==> src/rtl/cstx_pkg.sv <==
package cstx_pkg;

   // Serial clock events seen in the system clock domain
   typedef struct packed {
      logic rise;
      logic fall;
   } sck_evt_t;

   localparam int unsigned DEF_DATA_W      = 8;
   localparam int unsigned DEF_DIV_W       = 8;
   localparam int unsigned DEF_SYNC_STAGES = 2;

endpackage

==> src/rtl/cstx_sync.sv <==
module cstx_sync #(
   parameter int unsigned STAGES  = 2,
   parameter logic        RST_VAL = 1'b1
) (
   input  logic clk,
   input  logic rst_n,
   input  logic d,
   output logic q
);

   if (STAGES < 1) begin : g_bad_stages
      $error("cstx_sync: STAGES must be at least 1");
   end

   logic [STAGES-1:0] chain;

   if (STAGES == 1) begin : g_single
      always_ff @(posedge clk or negedge rst_n) begin
         if (!rst_n) chain <= RST_VAL;
         else        chain <= d;
      end
   end else begin : g_multi
      always_ff @(posedge clk or negedge rst_n) begin
         if (!rst_n) chain <= {STAGES{RST_VAL}};
         else        chain <= {chain[STAGES-2:0], d};
      end
   end

   assign q = chain[STAGES-1];

endmodule

==> src/rtl/cstx_sckgen.sv <==
module cstx_sckgen
   import cstx_pkg::*;
#(
   parameter int unsigned DIV_W       = DEF_DIV_W,
   parameter int unsigned SYNC_STAGES = DEF_SYNC_STAGES
) (
   input  logic             clk,
   input  logic             rst_n,
   input  logic             ext_sel,
   input  logic [DIV_W-1:0] half_div,
   input  logic             run,        // frame in progress and enabled
   input  logic             restart,    // a byte is being loaded this cycle
   input  logic             park_high,  // next falling moment ends the frame
   input  logic             sck_in,
   output sck_evt_t         evt,
   output logic             sck_lvl
);

   if (DIV_W < 1) begin : g_bad_div
      $error("cstx_sckgen: DIV_W must be at least 1");
   end
   if (SYNC_STAGES < 2) begin : g_bad_sync
      $error("cstx_sckgen: SYNC_STAGES must be at least 2");
   end

   // ---------------- external clock path ----------------
   logic sck_sync;
   logic sck_prev;
   logic ext_rise;
   logic ext_fall;

   cstx_sync #(
      .STAGES  (SYNC_STAGES),
      .RST_VAL (1'b1)
   ) i_sync (
      .clk   (clk),
      .rst_n (rst_n),
      .d     (sck_in),
      .q     (sck_sync)
   );

   always_ff @(posedge clk or negedge rst_n) begin
      if (!rst_n) sck_prev <= 1'b1;
      else        sck_prev <= sck_sync;
   end

   assign ext_rise = sck_sync & ~sck_prev;
   assign ext_fall = ~sck_sync & sck_prev;

   // ---------------- internal clock path ----------------
   logic [DIV_W-1:0] half_cnt;
   logic [DIV_W-1:0] half_last;
   logic             half_end;

   assign half_last = (half_div == '0) ? '0 : half_div - DIV_W'(1);
   assign half_end  = run && !ext_sel && (half_cnt == half_last);

   always_ff @(posedge clk or negedge rst_n) begin
      if (!rst_n) begin
         half_cnt <= '0;
         sck_lvl  <= 1'b1;
      end else if (restart && !ext_sel) begin
         half_cnt <= '0;
         sck_lvl  <= 1'b0;
      end else if (!run || ext_sel) begin
         half_cnt <= '0;
         sck_lvl  <= 1'b1;
      end else if (half_end) begin
         half_cnt <= '0;
         // low -> high always; high -> low unless the frame is over
         sck_lvl  <= ~sck_lvl | park_high;
      end else begin
         half_cnt <= half_cnt + DIV_W'(1);
      end
   end

   always_comb begin
      if (ext_sel) begin
         evt.rise = ext_rise;
         evt.fall = ext_fall;
      end else begin
         evt.rise = half_end & ~sck_lvl;
         evt.fall = half_end & sck_lvl;
      end
   end

endmodule

==> src/rtl/cstx_shifter.sv <==
module cstx_shifter
   import cstx_pkg::*;
#(
   parameter int unsigned DATA_W = DEF_DATA_W
) (
   input  logic              clk,
   input  logic              rst_n,
   input  logic              tx_en,
   input  logic              hold_wr,
   input  logic [DATA_W-1:0] hold_din,
   input  logic              empty_clr,
   input  sck_evt_t          evt,
   output logic              txd,
   output logic              empty_flag,
   output logic              end_flag,
   output logic              busy,
   output logic              load_now,
   output logic              park_high
);

   localparam int unsigned BIT_W   = (DATA_W > 1) ? $clog2(DATA_W) : 1;
   localparam int unsigned LAST_IX = DATA_W - 1;

   if (DATA_W < 2) begin : g_bad_width
      $error("cstx_shifter: DATA_W must be at least 2");
   end

   logic [DATA_W-1:0] hold_q;
   logic [DATA_W-1:0] shreg;
   logic [BIT_W-1:0]  bit_ix;
   logic              hi_seen;   // rising edge seen for the current bit
   logic              last_bit;
   logic              bit_done;

   assign last_bit  = (bit_ix == BIT_W'(LAST_IX));
   assign bit_done  = busy && evt.fall && hi_seen;
   assign load_now  = tx_en && !empty_flag && (!busy || (bit_done && last_bit));
   assign park_high = last_bit && empty_flag;

   always_ff @(posedge clk or negedge rst_n) begin
      if (!rst_n) hold_q <= '0;
      else if (hold_wr) hold_q <= hold_din;
   end

   always_ff @(posedge clk or negedge rst_n) begin
      if (!rst_n) begin
         shreg      <= '0;
         txd        <= 1'b1;
         bit_ix     <= '0;
         busy       <= 1'b0;
         hi_seen    <= 1'b0;
         empty_flag <= 1'b1;
         end_flag   <= 1'b1;
      end else if (!tx_en) begin
         busy       <= 1'b0;
         hi_seen    <= 1'b0;
         empty_flag <= 1'b1;
         end_flag   <= 1'b1;
      end else if (load_now) begin
         shreg      <= hold_q;
         txd        <= hold_q[0];
         bit_ix     <= '0;
         busy       <= 1'b1;
         hi_seen    <= 1'b0;
         empty_flag <= 1'b1;
         end_flag   <= 1'b0;
      end else begin
         if (empty_clr) empty_flag <= 1'b0;
         if (busy && evt.rise) begin
            hi_seen <= 1'b1;
            if (last_bit && empty_flag) end_flag <= 1'b1;
         end else if (bit_done) begin
            hi_seen <= 1'b0;
            if (last_bit) begin
               busy <= 1'b0;
            end else begin
               bit_ix <= bit_ix + BIT_W'(1);
               shreg  <= shreg >> 1;
               txd    <= shreg[1];
            end
         end
      end
   end

endmodule

==> src/rtl/sync_serial_tx.sv <==
module sync_serial_tx
   import cstx_pkg::*;
#(
   parameter int unsigned DATA_W      = DEF_DATA_W,
   parameter int unsigned DIV_W       = DEF_DIV_W,
   parameter int unsigned SYNC_STAGES = DEF_SYNC_STAGES
) (
   input  logic              clk,
   input  logic              rst_n,
   input  logic              tx_en,
   input  logic              ext_clk_sel,
   input  logic [DIV_W-1:0]  half_div,
   input  logic              hold_wr,
   input  logic [DATA_W-1:0] hold_din,
   input  logic              empty_clr,
   input  logic              empty_ie,
   input  logic              end_ie,
   input  logic              sck_in,
   output logic              sck_out,
   output logic              sck_oe,
   output logic              txd,
   output logic              empty_flag,
   output logic              end_flag,
   output logic              empty_irq,
   output logic              end_irq
);

   sck_evt_t sck_evt;
   logic     shift_busy;
   logic     load_now;
   logic     park_high;
   logic     sck_lvl;

   cstx_shifter #(
      .DATA_W (DATA_W)
   ) i_shift (
      .clk        (clk),
      .rst_n      (rst_n),
      .tx_en      (tx_en),
      .hold_wr    (hold_wr),
      .hold_din   (hold_din),
      .empty_clr  (empty_clr),
      .evt        (sck_evt),
      .txd        (txd),
      .empty_flag (empty_flag),
      .end_flag   (end_flag),
      .busy       (shift_busy),
      .load_now   (load_now),
      .park_high  (park_high)
   );

   cstx_sckgen #(
      .DIV_W       (DIV_W),
      .SYNC_STAGES (SYNC_STAGES)
   ) i_sckgen (
      .clk       (clk),
      .rst_n     (rst_n),
      .ext_sel   (ext_clk_sel),
      .half_div  (half_div),
      .run       (shift_busy & tx_en),
      .restart   (load_now),
      .park_high (park_high),
      .sck_in    (sck_in),
      .evt       (sck_evt),
      .sck_lvl   (sck_lvl)
   );

   assign sck_out   = (!tx_en || ext_clk_sel) ? 1'b1 : sck_lvl;
   assign sck_oe    = tx_en & ~ext_clk_sel;
   assign empty_irq = empty_flag & empty_ie;
   assign end_irq   = end_flag & end_ie;

endmodule

==> config.mk <==
export PLATFORM = sky130hd
export DESIGN_NAME = sync_serial_tx
export DESIGN_NICKNAME = d
export VERILOG_FILES = /design/src/rtl/cstx_pkg.sv /design/src/rtl/cstx_sync.sv /design/src/rtl/cstx_sckgen.sv /design/src/rtl/cstx_shifter.sv /design/src/rtl/sync_serial_tx.sv
export SDC_FILE = /design/constraint.sdc
export NUM_CORES = 1
export LEC_CHECK = 0
export BUFFER_PORTS_ARGS = -buffer_cell sky130_fd_sc_hd__buf_2
export CORE_ASPECT_RATIO = 1.4
export CORE_MARGIN = 3
export CORE_UTILIZATION = 35
export CTS_BUF_LIST = sky130_fd_sc_hd__clkbuf_4 sky130_fd_sc_hd__clkbuf_8
export DETAILED_ROUTE_END_ITERATION = 8
export GPL_TIMING_DRIVEN = 0
export SLEW_MARGIN = 20
export SYNTH_ARGS = -nofsm -noshare
export SYNTH_HDL_FRONTEND = slang
export SYNTH_HIERARCHICAL = 1
export SYNTH_SLANG_ARGS = --single-unit
==> constraint.sdc <==
create_clock -name clk -period 2.8 [get_ports clk]
set_input_delay 0.14 -clock clk [delete_from_list [all_inputs] [get_ports clk]]
set_output_delay 0.14 -clock clk [all_outputs]
set_load 0.01 [all_outputs]
---- After elaboration in Yosys (flattened, before gate mapping) ----
Cells that the tools add are included.
storage, ports and cells
  register bits after elaboration ......... 36
  input bits .............................. 25
  output and inout bits ................... 7
  logic and storage cells ................. 100
operators by class
  add/subtract/negate cells ............... 3
  eq/ne operators ......................... 11
  mux-type cells .......................... 37
  bitwise gates (word level) .............. 13
  reduce and logical (&&, ||, !) cells .... 24
operator list
  cell                   count
  $mux W8                8
  $mux W1                24
  $ne A3 B1 Y1 const B   5
  $mux W3                4
  $logic_and A1 B1 Y1    10
  $add A8 B1 Y8 const B  1
  $and A1 B1 Y1          8
  $eq A8 B8 Y1           1
  $logic_not A8 Y1       1
  $sub A8 B1 Y8 const B  1
  $logic_not A1 Y1       5
  $ne A2 B1 Y1 const B   2
  $ne A4 B1 Y1 const B   1
  $not A1 Y1             4
  $reduce_and A4 Y1      1
  $add A3 B1 Y3 const B  1
  $eq A3 B3 Y1 const B   1
  $logic_or A1 B1 Y1     3
  $ne A3 B2 Y1 const B   1
  $reduce_and A3 Y1      1
  $reduce_bool A3 Y1     1
  $mux W2                1
  $reduce_and A2 Y1      1
  $reduce_bool A2 Y1     1
  $or A1 B1 Y1           1

---- Longest topological paths before layout ----
Gate-level depths: netlist of the first run.
  depth in word-level cells ............... 13
  depth in mapped cells ................... 15
  mapped depth without buffers ............ 12

---- Cells and area by module ----
Netlist of the first run, hierarchy kept.
modules (own cells, without submodules)
  module          instances  cells each  area an instance (um2)  seq. area each (um2)
  cstx_shifter    1          83          1037.2                  579.3
  cstx_sckgen     1          105         902.1                   252.7
  cstx_sync       1          2           52.6                    52.6
  sync_serial_tx  1          5           35.0                    0.0

---- Worst setup path before layout of the first run ----
No wires, ideal clock.
  path type ............................... input -> register
  from .................................... in half_div[0]
  to ...................................... reg i_sckgen.half_cnt[2]
  library setup time ...................... 140 ps
  arrival ................................. 3284 ps
  data required time ...................... 2660 ps
  slack ................................... -625 ps
  stages .................................. 15
  buffers on the path ..................... 3
  path through ............................ inv_1 ha_1 or4b_4 or4_1 o211ai_2 nand4_2 or4_1 o22ai_1 nand3_1 a21oi_1 buf_4 buf_6 nand2b_1 buf_1 nor3_1
RTL lines
  element               line                  RTL
  start, declared       sync_serial_tx.sv:12  input logic [DIV_W-1:0] half_div,
  end signal, assigned  cstx_sckgen.sv:73     half_cnt <= half_cnt + DIV_W'(1);
  end, declared         cstx_sckgen.sv:51     logic [DIV_W-1:0] half_cnt;

==> results of run 1 <==
## metal layers
metal	vias to the layer above	routed length, um	GRT usage, %
met4	0	112	7.19
li1	811	-	-
met1	788	1690	15.3
met3	11	139	2.93
met2	28	2290	25.7
met5	-	0	0
## power breakdown
group          internal, W  switching [W]  total, W
sequential        0.000565      0.0000346  0.000599
clock             0.000205       0.000162  0.000367
combinational     0.000107      0.0000968  0.000203
total             0.000877       0.000293   0.00117
## logic make-up (layout without fill, tap and decap cells)
family                     after synthesis  in the layout
muxes                                   15             15
buffers and inverters                   16             68
xor gates and xnor gates                11             11
AOI/OAI and AO/OA                       39             39
adders and majority gates                4              4
and+or+nand+nor                         75             75
DFF                                     35             35
## per-stage QoR
| stage | hold WS [ps] | total power (W) | TNS [ps] | utilization (%) | cell area [um2] |
|---|---|---|---|---|---|
| floorplan | -156 | 0.000721 | -4630 | - | 2110 |
| CTS | 72.5 | 0.00120 | -2550 | 47.4 | 2640 |
| detailed placement | 247 | 0.000791 | -16690 | 42.0 | 2330 |
| global placement | 247 | 0.000787 | -16320 | 42.0 | 2330 |
| finish | 86.5 | 0.00117 | -1790 | 48.1 | 2680 |
| global route | 74.8 | 0.00124 | -4360 | 48.1 | 2680 |
## Yosys cell counts, drive strengths merged (5+ instances only)
| cell | count |
|---|---|
| inv | 8 |
| nand3 | 7 |
| nand2 | 12 |
| nor3 | 10 |
| dfstp | 7 |
| mux2i | 5 |
| o21ai | 9 |
| nor2b | 6 |
| nand2b | 8 |
| xnor2 | 6 |
| nor2 | 7 |
| mux2 | 10 |
| buf | 6 |
| xor2 | 5 |
| dfrtp | 28 |
## flip-flops by register name, indices dropped and copies added, names as in the netlist
signal	cells
i_sckgen/sck_lvl	1
i_sckgen/sck_prev	1
i_sckgen/half_cnt	8
i_shift/empty_flag	1
i_shift/hold_q	8
i_shift/hi_seen	1
i_shift/txd	1
i_shift/bit_ix	3
i_sckgen/i_sync/chain	2
i_shift/end_flag	1
i_shift/shreg	7
i_shift/busy	1
## worst max-delay path, cell delays in order
cell and delay (ps):
sky130_fd_sc_hd__buf_8 110, sky130_fd_sc_hd__inv_8 40, sky130_fd_sc_hd__ha_4 130, sky130_fd_sc_hd__or4b_4 480, sky130_fd_sc_hd__or4_4 490, sky130_fd_sc_hd__o211ai_2 90, sky130_fd_sc_hd__nand4_2 130, sky130_fd_sc_hd__or4_4 460
sky130_fd_sc_hd__o22ai_4 210, sky130_fd_sc_hd__nand3_2 100, sky130_fd_sc_hd__a21oi_2 180, sky130_fd_sc_hd__buf_6 130, sky130_fd_sc_hd__buf_8 90, sky130_fd_sc_hd__nand2b_4 190, sky130_fd_sc_hd__nor3_1 60
## area by class of cell
| class | instances | area [um2] | area share [%] |
|---|---|---|---|
| inverters | 8 | 50.0 | 1.87 |
| well taps | 68 | 85.1 | 3.18 |
| flip-flops and latches | 35 | 885 | 33.0 |
| repair buffers | 46 | 315 | 11.8 |
| plain buffers | 6 | 57.6 | 2.15 |
| clock buffers | 8 | 91.3 | 3.41 |
| multi-input cells | 144 | 1190 | 44.6 |
## what timing repair did
action / CTS / global route
setup endpoints to repair: 24 / 24
resized for setup: 21 / 10
hold buffers: 2 / 0
setup buffers: 16 / 0
pin swaps: 16 / 2
hold endpoints to repair: 29 / 0
## how the worst max path moves through the flow
stage / startpoint / end / slack (ps) / cells past startpoint
after global routing: half_div[0] / i_shift/shreg[4]$_DFFE_PN0P_ / -240 / 14
after CTS: half_div[0] / i_shift/bit_ix[0]$_DFFE_PN0P_ / -200 / 14
after detailed placement: half_div[1] / i_shift/shreg[5]$_DFFE_PN0P_ / -830 / 14
final: half_div[0] / i_sckgen/half_cnt[0]$_DFF_PN0_ / -120 / 15
after global placement: half_div[1] / i_sckgen/half_cnt[7]$_DFF_PN0_ / -810 / 16
after floorplan: half_div[1] / i_sckgen/half_cnt[2]$_DFF_PN0_ / -310 / 15
==> metrics.cfg, run 1 <==
[layout]
design.final.nets=275
finish.cell_count_without_fillers=315
area_delta_synth_final_pct=32.1
highest_count_cells_in_the_layout_ignoring_fill_and_taps=28 x sky130_fd_sc_hd__dfrtp_1, 27 x sky130_fd_sc_hd__buf_2, 11 x sky130_fd_sc_hd__nand2_1, 11 x sky130_fd_sc_hd__buf_4
final_common_cell=sky130_fd_sc_hd__dfrtp_1
post_route_cells_drive_above_1_share_pct=44.5
fill_cells=539
diodes=0

[hold_path]
holdPathStages=2
min-delay-start=hold_din[3]
holdPathEnd=i_shift/hold_q[3]$_DFFE_PN0P_
hold_path_class=input pin to flop

[synthesis]
ys_seq_elements=35
mappedNetlistNets=224
synth_sequential_area_ratio_pct=43.6
synth.top_cells.by_area=sky130_fd_sc_hd__dfrtp_1 35%, sky130_fd_sc_hd__dfstp_2 9.1%, sky130_fd_sc_hd__mux2_2 5.6%
synth_edf_count=0
ys_warn_count=6
synth_simple_gate_area_share_pct=22.5
syn_inst=195
number_of_distinct_library_cells_after_synthesis=55
main_combinational_cell_family_by_area_after_synthesis=simple AND/OR/NAND/NOR gates
synth.mux.area_fraction_pct=8.02
synth-adder-area-share_pct=2.47
synthXorXnorAreaFrac_pct=4.75
asyncSetResetFlopFracSynth_pct=100
synth_area_per_cell_um2=10.4
synthFlopType=sky130_fd_sc_hd__dfrtp_1
netlist_area_mm2=0.00203
synth_area_leader_cell=sky130_fd_sc_hd__dfrtp_1
netlist.area_leader.share_pct=34.6
synth_compound_area_share_pct=14.3

[sta]
worst-slew-pin-transition_ps=755
layout_worst_path_cycle_share_pct=104
grt_setup_unrepaired=true
relSlewSlack_pct=49.2
postLayoutSetupSlackWorst_ps=-119
report.final.hold_viol_count=0
finalCriticalPeriod_ps=2920
fmax_mhz=343
timing.final.max_slew_violations=0
report.final.setup_viol=21
timing.clock.skew_ps=5.68

[run]
maxCapViolCount=0

[pwr]
power_per_cell_area_mw_per_mm2=437
vdd.ir_drop.worst_mv=0.345
p_leak_nw=1.14

[clock_network]
ctsLongestPathBuffers=2
cts-buffers-inserted=5
ctsHtreeMaxLevel=2
cts.sinks=35
clkLatencyLatePin_ps=280
clockRootBuffer=sky130_fd_sc_hd__clkbuf_8
tritoncts=built
clkSlewWorstSetupHoldPaths_ps=60

[floorplanning]
die_height_um=96.0
die_footprint_mm2=0.00675
io_pins=32
floorplan.die.width_um=70.3
initial_core_util_pct=36.4
core_area_mm2=0.00557
placement_rows=32

[global_route]
globalRoute.totalOverflow=0
antenna_found_initial=0
grt_max_degree=36
vias_in_the_first_global_route=1710
grt_util_all_layers_pct=14.1
grt_pass1_wl_um=7590

[worst_setup_path]
worst-endpoint-required_ps=2930
critical_path.max_fanout=8
rr_worst_depth=12
crit_path_end_kind=flop
start_kind=input pin
worst-setup-path-type=input pin to flop
worst_r2r_endpoint=i_sckgen/half_cnt[0]$_DFF_PN0_
r2r_start=i_sckgen/half_cnt[4]$_DFF_PN0_
arrival_time_worst_endpoint_ps=3050
timing.reg2reg.setup_slack_ps=-30

[placed_design]
numPortBuffers=28
gpl.final_weighted_congestion=0.800
pre_cts_ws_ps=-826
hpwl_um=2980
number_of_placed_instances_taps_included=291

[drt]
detailedRoute.firstIterationViolations=30
remaining_drc_errors=0
avgViaCountPerCell=5.20
route.vias.total=1638
drt-wirelength-per-cell_um=13.5
wirelength_um=4240
total_iterations_of_the_first_detailed_routing_run=4
detail-route-antenna-nets=0

[run_status]
outcome=complete, but fails checks
failed_checks=setup timing

No activity file was read; power rests on OpenSTA's default activity.
==> inputs of run 2 (changes only) <==
--- a/config.mk
+++ b/config.mk
@@ -5,6 +5,7 @@
 export SDC_FILE = /design/constraint.sdc
 export NUM_CORES = 1
 export LEC_CHECK = 0
+export ABC_AREA = 1
 export BUFFER_PORTS_ARGS = -buffer_cell sky130_fd_sc_hd__buf_2
 export CORE_ASPECT_RATIO = 1.4
 export CORE_MARGIN = 3
==> run 2 against run 1 <==
The run now ends clean. Area after synthesis grew 5.2%. Sequential power is essentially flat. Register-to-register slack gained 720 ps. Synthesized cell count grew 40%. Via count grew 8.6%. Critical endpoint is now i_sckgen/half_cnt[2]$_DFF_PN0_. Largest cell class unchanged. Largest power group unchanged.
==> metrics.cfg, run 2 <==
[run_status]
outcome=completed  ; was complete, but fails checks

[synthesis]
asyncSetResetFlopFracSynth_pct=100  ; unchanged
netlist.area_leader.share_pct=32.9  ; was 34.6%
synth.top_cells.by_area=sky130_fd_sc_hd__dfrtp_1 33%, sky130_fd_sc_hd__nand2_1 13%, sky130_fd_sc_hd__dfstp_2 8.6%  ; was sky130_fd_sc_hd__dfrtp_1 35%, sky130_fd_sc_hd__dfstp_2 9.1%, sky130_fd_sc_hd__mux2_2 5.6%
synth_sequential_area_ratio_pct=41.5  ; was 43.6%
mappedNetlistNets=302  ; was 224
synthFlopType=sky130_fd_sc_hd__dfrtp_1  ; unchanged
yosysMostFrequentCell=sky130_fd_sc_hd__nand2_1  ; was sky130_fd_sc_hd__dfrtp_1
synth_edf_count=0  ; unchanged
netlist_area_mm2=0.00213  ; was 0.00203 mm2
top_cells_by_count_synth=75 x sky130_fd_sc_hd__nand2_1, 39 x sky130_fd_sc_hd__inv_1, 32 x sky130_fd_sc_hd__nand3_1  ; was 28 x sky130_fd_sc_hd__dfrtp_1, 11 x sky130_fd_sc_hd__nand2_1, 10 x sky130_fd_sc_hd__mux2_2
number_of_distinct_library_cells_after_synthesis=28  ; was 55
ys_seq_elements=35  ; unchanged
synth_area_per_cell_um2=7.81  ; was 10.4 um2
ys_warn_count=6  ; unchanged
syn_inst=273  ; was 195
synth_area_leader_cell=sky130_fd_sc_hd__dfrtp_1  ; unchanged

[hold_path]
hold_path_class=input pin to flop  ; unchanged

[drt]
avgViaCountPerCell=4.64  ; was 5.20
wirelength_um=4010  ; was 4240 um
detail-route-antenna-nets=0  ; unchanged
detailedRoute.firstIterationViolations=40  ; was 30
total_iterations_of_the_first_detailed_routing_run=4  ; unchanged
drt-wirelength-per-cell_um=10.5  ; was 13.5 um
remaining_drc_errors=0  ; unchanged
route.vias.total=1779  ; was 1638

[worst_setup_path]
worst-setup-path-type=input pin to flop  ; unchanged
critical-path-max-stage-delay_ps=310  ; was 490 ps
crit_path_end_kind=flop  ; unchanged
critical_path.max_fanout=10  ; was 8
crit_path_cell_trace=buf_2, inv_1, ha_1, nand2_1, nor2_2, nand2_4, nand3_1, nand2_1, nand2_1, inv_1, nand2_1, nor2_1, nand4_1, nand2_1, nand3_1, nand2_2, nand2_4, inv_2, nor3_2, nand2_4, nor2_1  ; was buf_8, inv_8, ha_4, or4b_4, or4_4, o211ai_2, nand4_2, or4_4, o22ai_4, nand3_2, a21oi_2, buf_6, buf_8, nand2b_4, nor3_1
arrival_time_worst_endpoint_ps=2620  ; was 3050 ps
most_prevalent_standard_cell_on_the_critical_path=sky130_fd_sc_hd__nand2_1
critPathSlowestCell=sky130_fd_sc_hd__nor3_2  ; was sky130_fd_sc_hd__or4_4
start_kind=input pin  ; unchanged
worst-endpoint-required_ps=3010  ; was 2930 ps

[layout]
biggestRegsByFlops=i_sckgen/half_cnt (8), i_shift/hold_q (8), i_shift/shreg (7)  ; unchanged
area_delta_synth_final_pct=16.8  ; was 32.1%
diodes=0  ; unchanged
post_route_cells_drive_above_1_share_pct=27.2  ; was 44.5%
highest_count_cells_in_the_layout_ignoring_fill_and_taps=75 x sky130_fd_sc_hd__nand2_1, 39 x sky130_fd_sc_hd__inv_1, 32 x sky130_fd_sc_hd__nand3_1  ; was 28 x sky130_fd_sc_hd__dfrtp_1, 27 x sky130_fd_sc_hd__buf_2, 11 x sky130_fd_sc_hd__nand2_1, 11 x sky130_fd_sc_hd__buf_4
final_common_cell=sky130_fd_sc_hd__nand2_1  ; was sky130_fd_sc_hd__dfrtp_1
design.final.nets=341  ; was 275
finish.cell_count_without_fillers=383  ; was 315
fin_util_pct=42.5  ; was 48.1%
design_area_mm2=0.00249  ; was 0.00268 mm2
fill_cells=631  ; was 539

[run]
maxCapViolCount=0  ; unchanged

[pwr]
p_leak_nw=1.29  ; was 1.14 nW
power.net_switching_w=0.000318  ; was 0.000293 W
p_clk_share_pct=32.5  ; was 31.4%
total_power_w=0.00117  ; about the same
cellInternalPower_w=0.000851  ; was 0.000877 W
vdd.ir_drop.worst_mv=0.384  ; was 0.345 mV
netSwitchingFraction_pct=27.2  ; was 25.1%
seq_power_share_pct=51.3  ; was 51.2%
power_frac_comb_pct=16.2  ; was 17.4%
power_per_cell_area_mw_per_mm2=469  ; was 437 mW/mm2

[global_route]
grt_max_degree=36  ; unchanged
grt_pass1_wl_um=7170  ; was 7590 um
grt_util_all_layers_pct=12.8  ; was 14.1%
vias_in_the_first_global_route=1698  ; was 1710
antenna_found_initial=0  ; unchanged
globalRoute.totalOverflow=0  ; unchanged

[clock_network]
cts.sinks=35  ; unchanged
tritoncts=built  ; unchanged
ctsHtreeMaxLevel=2  ; unchanged
clkSlewWorstSetupHoldPaths_ps=60  ; about the same
clkLatencyLatePin_ps=280  ; about the same
ctsLongestPathBuffers=2  ; unchanged
cts-buffers-inserted=5  ; unchanged
clockRootBuffer=sky130_fd_sc_hd__clkbuf_8  ; unchanged

[placed_design]
gpl.final_weighted_congestion=0.809  ; was 0.800
hpwl_um=3240  ; was 2980 um
post_detailed_placement_cell_area_mm2=0.00237  ; was 0.00233 mm2
number_of_placed_instances_taps_included=373  ; was 291
numPortBuffers=30  ; was 28

[sta]
setup_tns_ps=0  ; was -1790 ps
worst-slew-pin-transition_ps=768  ; was 755 ps
grt_setup_unrepaired=false  ; was true
layout_worst_path_cycle_share_pct=86.1  ; was 104%
relSlewSlack_pct=48.8  ; was 49.2%
timing.final.max_slew_violations=0  ; unchanged
report.final.hold_viol_count=0  ; unchanged
report.final.setup_viol=0  ; was 21
finalCriticalPeriod_ps=2410  ; was 2920 ps
timing.clock.skew_ps=7.55  ; was 5.68 ps
fmax_mhz=415  ; was 343 MHz

[floorplanning]
die_height_um=98.3  ; was 96.0 um
initial_core_util_pct=36.4  ; about the same
die_footprint_mm2=0.00708  ; was 0.00675 mm2
floorplan.die.width_um=72.0  ; was 70.3 um
core_area_mm2=0.00586  ; was 0.00557 mm2
placement_rows=33  ; was 32
io_pins=32  ; unchanged

run 2: cell types whose count changed after synthesis, sizes merged, moves of 8 or more:
cell    delta
nor2      +23
inv       +37
nand2     +74
nand2b     -8
nand4     +10
nand3     +27
run 2: metrics by stage:
step           setup WS (ps)  hold WS [ps]
2_1_floorplan            464          -156
3_3_place_gp           -70.9           251
3_5_place_dp            -128           251
4_1_cts                  174          13.1
5_1_grt                 93.1          16.8
6_report                 389          23.9
run 2: worst paths after layout:
check	from	endpoint	slack [ps]	cells after the start
max in group asynchronous	rst_n	i_sckgen/half_cnt[0]$_DFF_PN0_	1840	2
min in group asynchronous	rst_n	i_shift/shreg[2]$_DFFE_PN0P_	460	2
max	half_div[0]	i_sckgen/half_cnt[2]$_DFF_PN0_	390	21
min reg2reg	i_sckgen/i_sync/chain[0]$_DFF_PN1_	i_sckgen/i_sync/chain[1]$_DFF_PN1_	360	0
max reg2reg	i_sckgen/half_cnt[4]$_DFF_PN0_	i_sckgen/half_cnt[2]$_DFF_PN0_	690	15
min	empty_clr	i_shift/empty_flag$_DFFE_PN1P_	20	2
run 2: what timing repair did:
action	CTS	global route
buffers inserted	0	0
resized for setup	0	1
hold endpoints to repair	29	0
setup endpoints to repair	0	9
hold buffers	2	0
run 2: area by class of cell:
cell class                 instances  area (um2)  area share (%)
timing repair buffer              32         170            6.83
buffer                             1        5.00           0.201
multi-input combinational        192        1080            43.2
clock buffer                       7        90.1            3.62
inverter                          45         171            6.88
tap                               70        87.6            3.52
clock inverter                     1        5.00           0.201
sequential                        35         885            35.5
run 2: critical path: cells and delay by family:
kind | cells | cell delay [ps]
buf+inv | 4 | 390
fa+ha+maj | 1 | 280
simple gates | 16 | 1780
run 2: power groups by stage:
stage	clock network (W)	logic [W]	registers (W)
4_1_cts	0.000401	0.000193	0.000601
3_5_place_dp	0	0.000191	0.000610
6_report	0.000380	0.000189	0.000600
5_1_grt	0.000417	0.000217	0.000609
2_1_floorplan	0	0.000123	0.000604
3_3_place_gp	0	0.000186	0.000608
run 2: cell families after synthesis:
| family | Yosys count | share of synthesized area (%) |
|---|---|---|
| buffers and inverters | 46 | 8.27 |
| muxes | 8 | 4.23 |
| and+or+nand+nor | 165 | 38.7 |
| AOI/OAI and AO/OA | 10 | 2.88 |
| xor gates and xnor gates | 5 | 2.05 |
| DFF | 35 | 41.5 |
| adders and majority gates | 4 | 2.35 |
run 2: layer usage:
layer  wire length, um  share of wire, %  global-route usage, %
met1              1640                41                   14.1
met5                 0                 0                      0
met2              2110                53                   22.5
met3               141               3.5                   2.16
met4               119               3.0                   7.24
==> inputs of run 3 (changes only) <==
--- a/config.mk
+++ b/config.mk
@@ -13,6 +13,7 @@
 export CTS_BUF_LIST = sky130_fd_sc_hd__clkbuf_4 sky130_fd_sc_hd__clkbuf_8
 export DETAILED_ROUTE_END_ITERATION = 8
 export GPL_TIMING_DRIVEN = 0
+export PLACE_DENSITY_LB_ADDON = 0.2
 export SLEW_MARGIN = 20
 export SYNTH_ARGS = -nofsm -noshare
 export SYNTH_HDL_FRONTEND = slang
==> constraint.sdc (replaced) <==
create_clock -name clk -period 2.8 [get_ports clk]
set_input_delay 0.56 -clock clk [delete_from_list [all_inputs] [get_ports clk]]
set_output_delay 0.56 -clock clk [all_outputs]
set_load 0.01 [all_outputs]
==> run 3 against run 2 <==
Die area stayed put. Clock skew is 4.5 ps lower. Fmax is 3.0% lower. Final cell count is 0.52% lower. Global-route usage is 0.96 points higher. Via count is 0.11% higher. Wire length is 3.2% higher. Sequential cell count stayed put. Final area is 1.4% higher. Non-clock buffer count is 2 lower. Register-to-register slack better by 180 ps. Critical path type unchanged. Highest routed layer unchanged.
==> metrics.cfg, run 3 (synthesis results as in run 2) <==
[floorplanning]
die_height_um=98.3  ; unchanged
die_footprint_mm2=0.00708  ; unchanged
floorplan.die.width_um=72.0  ; unchanged
placement_rows=33  ; unchanged
initial_core_util_pct=36.4  ; unchanged
io_pins=32  ; unchanged
core_area_mm2=0.00586  ; unchanged

[sta]
relSlewSlack_pct=48.1  ; was 48.8%
layout_worst_path_cycle_share_pct=88.8  ; was 86.1%
report.final.setup_viol=0  ; unchanged
finalCriticalPeriod_ps=2490  ; was 2410 ps
fmax_mhz=402  ; was 415 MHz
timing.clock.skew_ps=3.09  ; was 7.55 ps
worst-slew-pin-transition_ps=778  ; was 768 ps
report.final.hold_viol_count=0  ; unchanged
worst_hold_slack_ps=346  ; was 23.9 ps
setup_tns_ps=0  ; unchanged
timing.final.max_slew_violations=0  ; unchanged
grt_setup_unrepaired=false  ; unchanged

[pwr]
power.net_switching_w=0.000321  ; was 0.000318 W
netSwitchingFraction_pct=26.8  ; was 27.2%
total_power_w=0.00120  ; was 0.00117 W
power_frac_comb_pct=16.3  ; was 16.2%
p_clk_share_pct=33.7  ; was 32.5%
seq_power_share_pct=50.0  ; was 51.3%
power_per_cell_area_mw_per_mm2=475  ; was 469 mW/mm2
p_leak_nw=1.28  ; was 1.29 nW
vdd.ir_drop.worst_mv=0.323  ; was 0.384 mV
cellInternalPower_w=0.000879  ; was 0.000851 W

[layout]
post_route_cells_drive_above_1_share_pct=28.3  ; was 27.2%
fin_util_pct=43.1  ; was 42.5%
area_delta_synth_final_pct=18.4  ; was 16.8%
final_common_cell=sky130_fd_sc_hd__nand2_1  ; unchanged
diodes=0  ; unchanged
fill_cells=623  ; was 631
biggestRegsByFlops=i_sckgen/half_cnt (8), i_shift/hold_q (8), i_shift/shreg (7)  ; unchanged
design.final.nets=339  ; was 341
design_area_mm2=0.00252  ; was 0.00249 mm2
highest_count_cells_in_the_layout_ignoring_fill_and_taps=75 x sky130_fd_sc_hd__nand2_1, 38 x sky130_fd_sc_hd__inv_1, 32 x sky130_fd_sc_hd__nand3_1  ; was 75 x sky130_fd_sc_hd__nand2_1, 39 x sky130_fd_sc_hd__inv_1, 32 x sky130_fd_sc_hd__nand3_1

[worst_setup_path]
critical-path-max-stage-delay_ps=170  ; was 310 ps
worst-setup-path-type=input pin to flop  ; unchanged
timing.reg2reg.setup_slack_ps=870  ; was 690 ps
arrival_time_worst_endpoint_ps=2720  ; was 2620 ps
most_prevalent_standard_cell_on_the_critical_path=sky130_fd_sc_hd__nand2_1  ; unchanged
crit_path_cell_trace=buf_2, clkinvlp_4, ha_4, nand2_1, nor2_4, nand3_1, nand2_1, nand2_1, nand2_1, nand3_1, nor2_2, nand4_1, nand2_1, nand3_1, nand2_4, nand2_8, inv_4, nor3_4, nand2_4, nand2_2, nand2_1  ; was buf_2, inv_1, ha_1, nand2_1, nor2_2, nand2_4, nand3_1, nand2_1, nand2_1, inv_1, nand2_1, nor2_1, nand4_1, nand2_1, nand3_1, nand2_2, nand2_4, inv_2, nor3_2, nand2_4, nor2_1
critical_path.max_fanout=9  ; was 10
start_kind=input pin  ; unchanged
crit_path_end_kind=flop  ; unchanged
worst-endpoint-required_ps=3030  ; was 3010 ps
critPathSlowestCell=sky130_fd_sc_hd__ha_4  ; was sky130_fd_sc_hd__nor3_2

[clock_network]
post_cts.repair.setup_buffers=0  ; unchanged
ctsLongestPathBuffers=2  ; unchanged
tritoncts=built  ; unchanged
clkLatencyLatePin_ps=280  ; about the same
cts.sinks=35  ; unchanged
hold_buffers=0  ; was 2
ctsHtreeMaxLevel=2  ; unchanged
clockRootBuffer=sky130_fd_sc_hd__clkbuf_8  ; unchanged
clkSlewWorstSetupHoldPaths_ps=70  ; was 60 ps
cts-buffers-inserted=5  ; unchanged

[global_route]
grt_pass1_wl_um=7780  ; was 7170 um
vias_in_the_first_global_route=1863  ; was 1698
globalRoute.totalOverflow=0  ; unchanged
grt_util_all_layers_pct=13.7  ; was 12.8%
grt_max_degree=36  ; unchanged
antenna_found_initial=0  ; unchanged

[placed_design]
gpl.final_weighted_congestion=0.825  ; was 0.809
hpwl_um=3360  ; was 3240 um
post_detailed_placement_cell_area_mm2=0.00237  ; unchanged
numPortBuffers=30  ; unchanged

[drt]
route.vias.total=1781  ; was 1779
avgViaCountPerCell=4.67  ; was 4.64
total_iterations_of_the_first_detailed_routing_run=4  ; unchanged
drt-wirelength-per-cell_um=10.9  ; was 10.5 um
remaining_drc_errors=0  ; unchanged
detail-route-antenna-nets=0  ; unchanged
wirelength_um=4140  ; was 4010 um
detailedRoute.firstIterationViolations=44  ; was 40

[run]
maxCapViolCount=0  ; unchanged

[run_status]
outcome=completed  ; unchanged

[hold_path]
hold_path_class=input pin to async pin  ; was input pin to flop

-- run 3: power by group through the flow --
stage | clock (W) | combinational, W | sequential [W]
detailed placement | 0 | 0.000191 | 0.000610
floorplan | 0 | 0.000123 | 0.000604
global placement | 0 | 0.000186 | 0.000608
finish | 0.000405 | 0.000195 | 0.000600
global route | 0.000446 | 0.000225 | 0.000609
CTS | 0.000427 | 0.000193 | 0.000601
-- run 3: area by class of cell --
cell class                 count  area (um2)  area share [%]
inverter                      45         178            7.04
multi-input combinational    192        1120            44.2
timing repair buffer          30         150            5.95
sequential                    35         885            35.0
buffer                         1        5.00           0.198
clock buffer                   8         104            4.11
tap                           70        87.6            3.47
-- run 3: path summary, 6_finish.rpt --
| path | from | to | cells past startpoint |
|---|---|---|---|
| min | rst_n | i_shift/shreg[2]$_DFFE_PN0P_ | 1 |
| max in group asynchronous | rst_n | i_shift/hi_seen$_DFFE_PN0P_ | 1 |
| min reg2reg | i_sckgen/i_sync/chain[0]$_DFF_PN1_ | i_sckgen/i_sync/chain[1]$_DFF_PN1_ | 0 |
| max reg2reg | i_sckgen/half_cnt[4]$_DFF_PN0_ | i_sckgen/sck_lvl$_DFFE_PN1P_ | 16 |
| min in group clk | i_sckgen/i_sync/chain[0]$_DFF_PN1_ | i_sckgen/i_sync/chain[1]$_DFF_PN1_ | 0 |
| max | half_div[0] | i_sckgen/sck_lvl$_DFFE_PN1P_ | 21 |
-- run 3: timing repair --
action                                  CTS  global route
resized for setup                         2             8
endpoints found under the setup margin    9            21
pin swaps                                 0             1
-- run 3: per-layer routing --
metal	GRT usage [%]	wire (um)
met5	0	0
met4	6.80	127
met3	2.78	138
met2	25.4	2270
met1	14.2	1600
-- run 3: stage by stage --
step           cells  setup WS (ps)
6_report         381            313
4_1_cts          381           13.1
3_5_place_dp     373           -529
5_1_grt          381           21.7
2_1_floorplan    273           43.6
3_3_place_gp     373           -499
-- run 3: critical path: cells and delay by family --
kind	cells	cell delay, ps
adder cells (fa/ha/maj)	1	170
AND/OR/NAND/NOR	17	1640
buffers and inverters	3	340
